==> src/rtl/muc_pkg.sv <==
package muc_pkg;

    localparam int MUC_METHOD_W = 12;
    localparam int MUC_DATA_W   = 32;
    localparam int MUC_REM_W    = 8;
    localparam int MUC_DEPTH    = 64;

    localparam logic [MUC_METHOD_W-1:0] MUC_SELECT_METHOD = 12'h047;
    localparam logic [MUC_METHOD_W-1:0] MUC_APPEND_METHOD = 12'h046;

    // Decoded class of a method write.
    typedef enum logic [1:0] {
        KIND_OTHER  = 2'd0,
        KIND_SELECT = 2'd1,
        KIND_APPEND = 2'd2
    } muc_kind_e;

    function automatic logic muc_consumed(input muc_kind_e k);
        return (k == KIND_SELECT) || (k == KIND_APPEND);
    endfunction

endpackage

==> src/rtl/muc_decode.sv <==
module muc_decode
    import muc_pkg::*;
#(
    parameter int                    METHOD_W      = MUC_METHOD_W,
    parameter logic [METHOD_W-1:0]   SELECT_METHOD = MUC_SELECT_METHOD,
    parameter logic [METHOD_W-1:0]   APPEND_METHOD = MUC_APPEND_METHOD
) (
    input  logic                in_valid,
    input  logic [METHOD_W-1:0] in_method,
    output muc_kind_e           kind,
    output logic                consume
);
    always_comb begin
        kind = KIND_OTHER;
        if (in_valid) begin
            if (in_method == SELECT_METHOD)      kind = KIND_SELECT;
            else if (in_method == APPEND_METHOD) kind = KIND_APPEND;
        end
        consume = muc_consumed(kind);
    end
endmodule

==> src/rtl/muc_collect.sv <==
module muc_collect
    import muc_pkg::*;
#(
    parameter int DATA_W = MUC_DATA_W,
    parameter int REM_W  = MUC_REM_W,
    parameter int DEPTH  = MUC_DEPTH,
    localparam int IDX_W = $clog2(DEPTH),
    localparam int CNT_W = $clog2(DEPTH + 1)
) (
    input  logic              clk,
    input  logic              rst,
    input  muc_kind_e         kind,
    input  logic [DATA_W-1:0] value,
    input  logic [REM_W-1:0]  remaining,
    output logic              code_we,
    output logic [DATA_W-1:0] code_entry,
    output logic [IDX_W-1:0]  code_addr,
    output logic [DATA_W-1:0] code_data,
    output logic              commit_valid,
    output logic [DATA_W-1:0] commit_entry,
    output logic [CNT_W-1:0]  commit_count,
    output logic              overflow_flag,
    output logic              orphan_flag
);
    localparam logic [DATA_W-1:0] INVALID_ENTRY = '1;

    logic [DATA_W-1:0] entry_q;
    logic [CNT_W-1:0]  cnt_q;
    logic              entry_ok;
    logic              room;
    logic              last;
    logic [CNT_W-1:0]  cnt_next;

    always_comb begin
        entry_ok = (entry_q != INVALID_ENTRY);
        room     = (cnt_q < CNT_W'(DEPTH));
        last     = (remaining == '0);
        cnt_next = room ? cnt_q + CNT_W'(1) : cnt_q;
    end

    always_ff @(posedge clk) begin
        if (rst) begin
            entry_q       <= INVALID_ENTRY;
            cnt_q         <= '0;
            code_we       <= 1'b0;
            code_entry    <= '0;
            code_addr     <= '0;
            code_data     <= '0;
            commit_valid  <= 1'b0;
            commit_entry  <= '0;
            commit_count  <= '0;
            overflow_flag <= 1'b0;
            orphan_flag   <= 1'b0;
        end else begin
            code_we      <= 1'b0;
            commit_valid <= 1'b0;
            if (kind == KIND_SELECT) begin
                entry_q <= value;
                cnt_q   <= '0;
            end else if (kind == KIND_APPEND) begin
                if (!entry_ok) begin
                    orphan_flag <= 1'b1;
                end else begin
                    if (room) begin
                        code_we    <= 1'b1;
                        code_entry <= entry_q;
                        code_addr  <= cnt_q[IDX_W-1:0];
                        code_data  <= value;
                    end else begin
                        overflow_flag <= 1'b1;
                    end
                    if (last) begin
                        commit_valid <= 1'b1;
                        commit_entry <= entry_q;
                        commit_count <= cnt_next;
                        entry_q      <= INVALID_ENTRY;
                        cnt_q        <= '0;
                    end else begin
                        cnt_q <= cnt_next;
                    end
                end
            end
        end
    end
endmodule

==> src/rtl/macro_upload_collector.sv <==
module macro_upload_collector
    import muc_pkg::*;
#(
    parameter int                  METHOD_W      = MUC_METHOD_W,
    parameter int                  DATA_W        = MUC_DATA_W,
    parameter int                  REM_W         = MUC_REM_W,
    parameter int                  DEPTH         = MUC_DEPTH,
    parameter logic [METHOD_W-1:0] SELECT_METHOD = MUC_SELECT_METHOD,
    parameter logic [METHOD_W-1:0] APPEND_METHOD = MUC_APPEND_METHOD,
    localparam int                 IDX_W         = $clog2(DEPTH),
    localparam int                 CNT_W         = $clog2(DEPTH + 1)
) (
    input  logic                clk,
    input  logic                rst,
    input  logic                in_valid,
    input  logic [METHOD_W-1:0] in_method,
    input  logic [DATA_W-1:0]   in_value,
    input  logic [REM_W-1:0]    in_remaining,
    output logic                fwd_valid,
    output logic [METHOD_W-1:0] fwd_method,
    output logic [DATA_W-1:0]   fwd_value,
    output logic [REM_W-1:0]    fwd_remaining,
    output logic                code_we,
    output logic [DATA_W-1:0]   code_entry,
    output logic [IDX_W-1:0]    code_addr,
    output logic [DATA_W-1:0]   code_data,
    output logic                commit_valid,
    output logic [DATA_W-1:0]   commit_entry,
    output logic [CNT_W-1:0]    commit_count,
    output logic                overflow_flag,
    output logic                orphan_flag
);
    muc_kind_e kind;
    logic      consume;

    muc_decode #(
        .METHOD_W      (METHOD_W),
        .SELECT_METHOD (SELECT_METHOD),
        .APPEND_METHOD (APPEND_METHOD)
    ) decode_i (
        .in_valid  (in_valid),
        .in_method (in_method),
        .kind      (kind),
        .consume   (consume)
    );

    muc_collect #(
        .DATA_W (DATA_W),
        .REM_W  (REM_W),
        .DEPTH  (DEPTH)
    ) collect_i (
        .clk           (clk),
        .rst           (rst),
        .kind          (kind),
        .value         (in_value),
        .remaining     (in_remaining),
        .code_we       (code_we),
        .code_entry    (code_entry),
        .code_addr     (code_addr),
        .code_data     (code_data),
        .commit_valid  (commit_valid),
        .commit_entry  (commit_entry),
        .commit_count  (commit_count),
        .overflow_flag (overflow_flag),
        .orphan_flag   (orphan_flag)
    );

    // Engine path: everything except the two upload methods passes through.
    always_comb begin
        fwd_valid     = in_valid && !consume;
        fwd_method    = in_method;
        fwd_value     = in_value;
        fwd_remaining = in_remaining;
    end
endmodule

==> config.mk <==
export PLATFORM = sky130hd
export DESIGN_NAME = macro_upload_collector
export DESIGN_NICKNAME = d
export VERILOG_FILES = /design/src/rtl/muc_pkg.sv /design/src/rtl/muc_decode.sv /design/src/rtl/muc_collect.sv /design/src/rtl/macro_upload_collector.sv
export SDC_FILE = /design/constraint.sdc
export NUM_CORES = 1
export LEC_CHECK = 0
export BUFFER_PORTS_ARGS = -buffer_cell sky130_fd_sc_hd__buf_2
export CORE_UTILIZATION = 53
export DETAILED_ROUTE_END_ITERATION = 6
export PLACE_DENSITY = 0.85
export SLEW_MARGIN = 20
export SYNTH_ARGS = -nofsm -noshare
export SYNTH_HDL_FRONTEND = slang
export SYNTH_SLANG_ARGS = --single-unit
==> constraint.sdc <==
create_clock -name clk -period 5 [get_ports clk]
set_clock_uncertainty 0.2 [all_clocks]
set_input_delay 0.5 -clock clk [delete_from_list [all_inputs] [get_ports clk]]
set_output_delay 0.5 -clock clk [all_outputs]
set_load 0.01 [all_outputs]
==> reports/summary.txt <==
most common cell after layout, fill and taps aside: nand2_1
die area: 11,500 sq um
Int Power: 1880 uW
Hold/Removal Path Class: input port to flip-flop
Simple-Gate Fraction of Synth Area: 19.6%
fmax: 319 MHz
Startpoint Class: flip-flop
post-synthesis cell count: 690
Pleak: 0.00305 uW
max-slew violation count: 0
depth of the worst register-to-register path: 6
Reg-to-Reg Start: collect_i.entry_q[26]
worst-margin pin slew: 0.904 ns
Clk pwr share: 47.1%
Clk Latency, worst-skew pair: 0.51 ns
Antenna Nets Post-Route: 0
die width: 107 um
area of the core: 10,500 sq um
largest net degree at the start of global routing: 69
crit path capture type: flip-flop
FF-to-FF End: collect_i.code_entry[28]
asr flop ratio synth: 0%
Fillers: 873
Slew HR: 39.3%
Resized cells post-CTS: 0
top-area cell type share of the netlist area: 52.0%
Post-CTS Setup Bufs: 0
row count: 37
crit path max fanout: 40
top_reg_cell synth: dfxtp_1
residual DRC count: 0
Register Area: 3040 sq um
R2R setup slack: 1.86 ns
Buffers on Ports: 220
post-synth cell types: 39
fin crit period: 3.14 ns
Clock transition at path regs: 0.07 ns
fin crit share: 62.8%
Die Y: 107 um
Multi-input gate area: 2230 sq um
xor and xnor area share after synthesis: 1.50%
CP Launch Point: collect_i.entry_q[26]
Compound-Gate Fraction of Synth Area: 16.5%
cell taking the most area after synthesis: dfxtp_1
sequential share of power: 49.2%
Comb pwr share: 3.7%
cell area after synthesis: 5850 sq um
DP HPWL: 10.3 mm
DR vias: 5,329
commonest non-fill, non-tap cells in the layout: nand2_1, buf_2, dfxtp_1, a21oi_1, o22a_1
final setup fails: 0
maximum vdd ir drop: 209 uV
Power Dens Cells: 344 nW/um^2
Hold-fix buffers, CTS: 0
H-tree depth: 4
# diodes: 0
starting density of the core: 55.6%
Setup TNS: 0 ns
FF+latch count, synth: 152
1st-iter DRT viols: 323
Layout Nets: 896
layout cells sized above 1: 31.7%
wirelength, routed: 15.2 mm
WS Path Type: flip-flop to flip-flop
CTS Buffer Depth: 2
EDFF count, synth: 0
final design utilization: 68.0%
Avg Vias per Cell: 5.39
Ys Warns: 0
root buf cell: clkbuf_8
multiplexer share of the synthesized area: 0.193%
Max Cap Viol: 0
CTS buffer count: 17
ranking of synthesized cells by area: dfxtp_1, nand2_1, a21oi_1
Worst Path Required: 5.22 ns
first drt pass iteration count: 5
largest family of logic cells by synthesized area: simple AND/OR/NAND/NOR gates
Mapped Nets: 746
Fin. Hold Viols: 0
vias in the first global route: 4,828
HP Start: in_value[12]
outcome: finished clean
clk sinks: 152
total gr overflow: 0
switching power of the nets: 583 uW
Ports: 221
CP arrival: 3.36 ns
gr usage total: 26.6%
sequential share of the synthesized area: 52.0%
sw frac: 23.7%
synthesis-to-finish area growth: 22.3%
antenna violations before repair: 0
gp weighted congestion: 0.809
average cell area after synthesis: 8.47 sq um
critical path endpoint: collect_i.code_entry[28]
per-cell routed wire length: 15.3 um
RSZ-0062 raised after global routing: no
CTS tree: yes
first-pass GRT wire length: 23.8 mm
Adder-Cell Fraction of Synth Area: 0.214%
area by class of cell:
type                       count  share of cell area [%]
sequential                   152                    42.6
multi-input combinational    440                    31.2
timing repair buffer         227                    16.2
clock buffer                  18                    5.98
tap                          136                    2.38
clock inverter                14                    1.59
inverter                       2                   0.105
power groups by stage:
stage | logic, uW | registers, uW | clock network, uW
6_report | 91.7 | 1210 | 1160
5_1_grt | 98.2 | 1210 | 1240
4_1_cts | 91.7 | 1210 | 1170
3_5_place_dp | 91.5 | 1240 | 0
3_3_place_gp | 91.0 | 1240 | 0
2_1_floorplan | 64.4 | 1240 | 0
cells in the mapped netlist, types with 3 or more instances:
| cell | instances |
|---|---|
| nand2_1 | 225 |
| dfxtp_1 | 152 |
| nor2_1 | 9 |
| a21oi_1 | 112 |
| o22a_1 | 32 |
| buf_4 | 52 |
| or3_1 | 3 |
| clkbuf_1 | 26 |
| nand4_1 | 12 |
| buf_2 | 17 |
| nor3_1 | 3 |
| xnor2_1 | 10 |
| a311oi_1 | 4 |
layer usage:
layer / up-vias / GRT usage (%) / share of wire [%]
li1: 2580 / - / -
met1: 2482 / 31.4 / 41
met2: 240 / 46.3 / 50
met3: 27 / 5.78 / 7.1
met4: 0 / 11.4 / 2.2
met5: - / 0 / 0
metrics by stage:
step           worst slack (ns)  total power [uW]  hold WS, ns  instance area [sq um]  std cells
2_1_floorplan              2.64              1300        0.263                   5850        690
3_3_place_gp               1.96              1330        0.235                   6610        957
3_5_place_dp               1.91              1330        0.241                   6610        957
4_1_cts                    1.87              2480      0.00316                   7150        989
5_1_grt                    1.66              2550      0.00674                   7150        989
6_report                   1.86              2460       0.0217                   7150        989
registers in the layout, indices dropped and copies added (netlist names), 6 cells and up:
register	count
collect_i.code_addr	6
collect_i.entry_q	32
collect_i.code_entry	32
collect_i.commit_count	7
collect_i.code_data	32
collect_i.cnt_q	7
collect_i.commit_entry	32
cells by family (layout without fill, tap and decap cells):
group / after synthesis / after routing
compound gates: 156 / 156
xor+xnor: 10 / 10
fa+ha+maj: 1 / 1
buf+inv: 98 / 261
flops: 152 / 152
mux: 1 / 1
simple gates: 272 / 272
critical path, cell delays in order (launching register included):
cell and delay [ns]:
dfxtp_1 0.40, nand4_1 0.20, nor3_1 0.72, a311o_2 0.72, buf_4 0.49, nand2_1 0.11
a21oi_1 0.16
how the worst min path moves through the flow:
stage / endpoint / slack, ns / cells after the start
finish: collect_i.entry_q[12] / 0.02 / 2
global route: collect_i.entry_q[4] / 0.007 / 2
CTS: collect_i.entry_q[12] / 0.003 / 2
detailed placement: collect_i.code_entry[15] / 0.24 / 2
global placement: collect_i.commit_entry[13] / 0.23 / 2
floorplan: collect_i.code_entry[18] / 0.26 / 2
(Power assumes the default switching activity.)
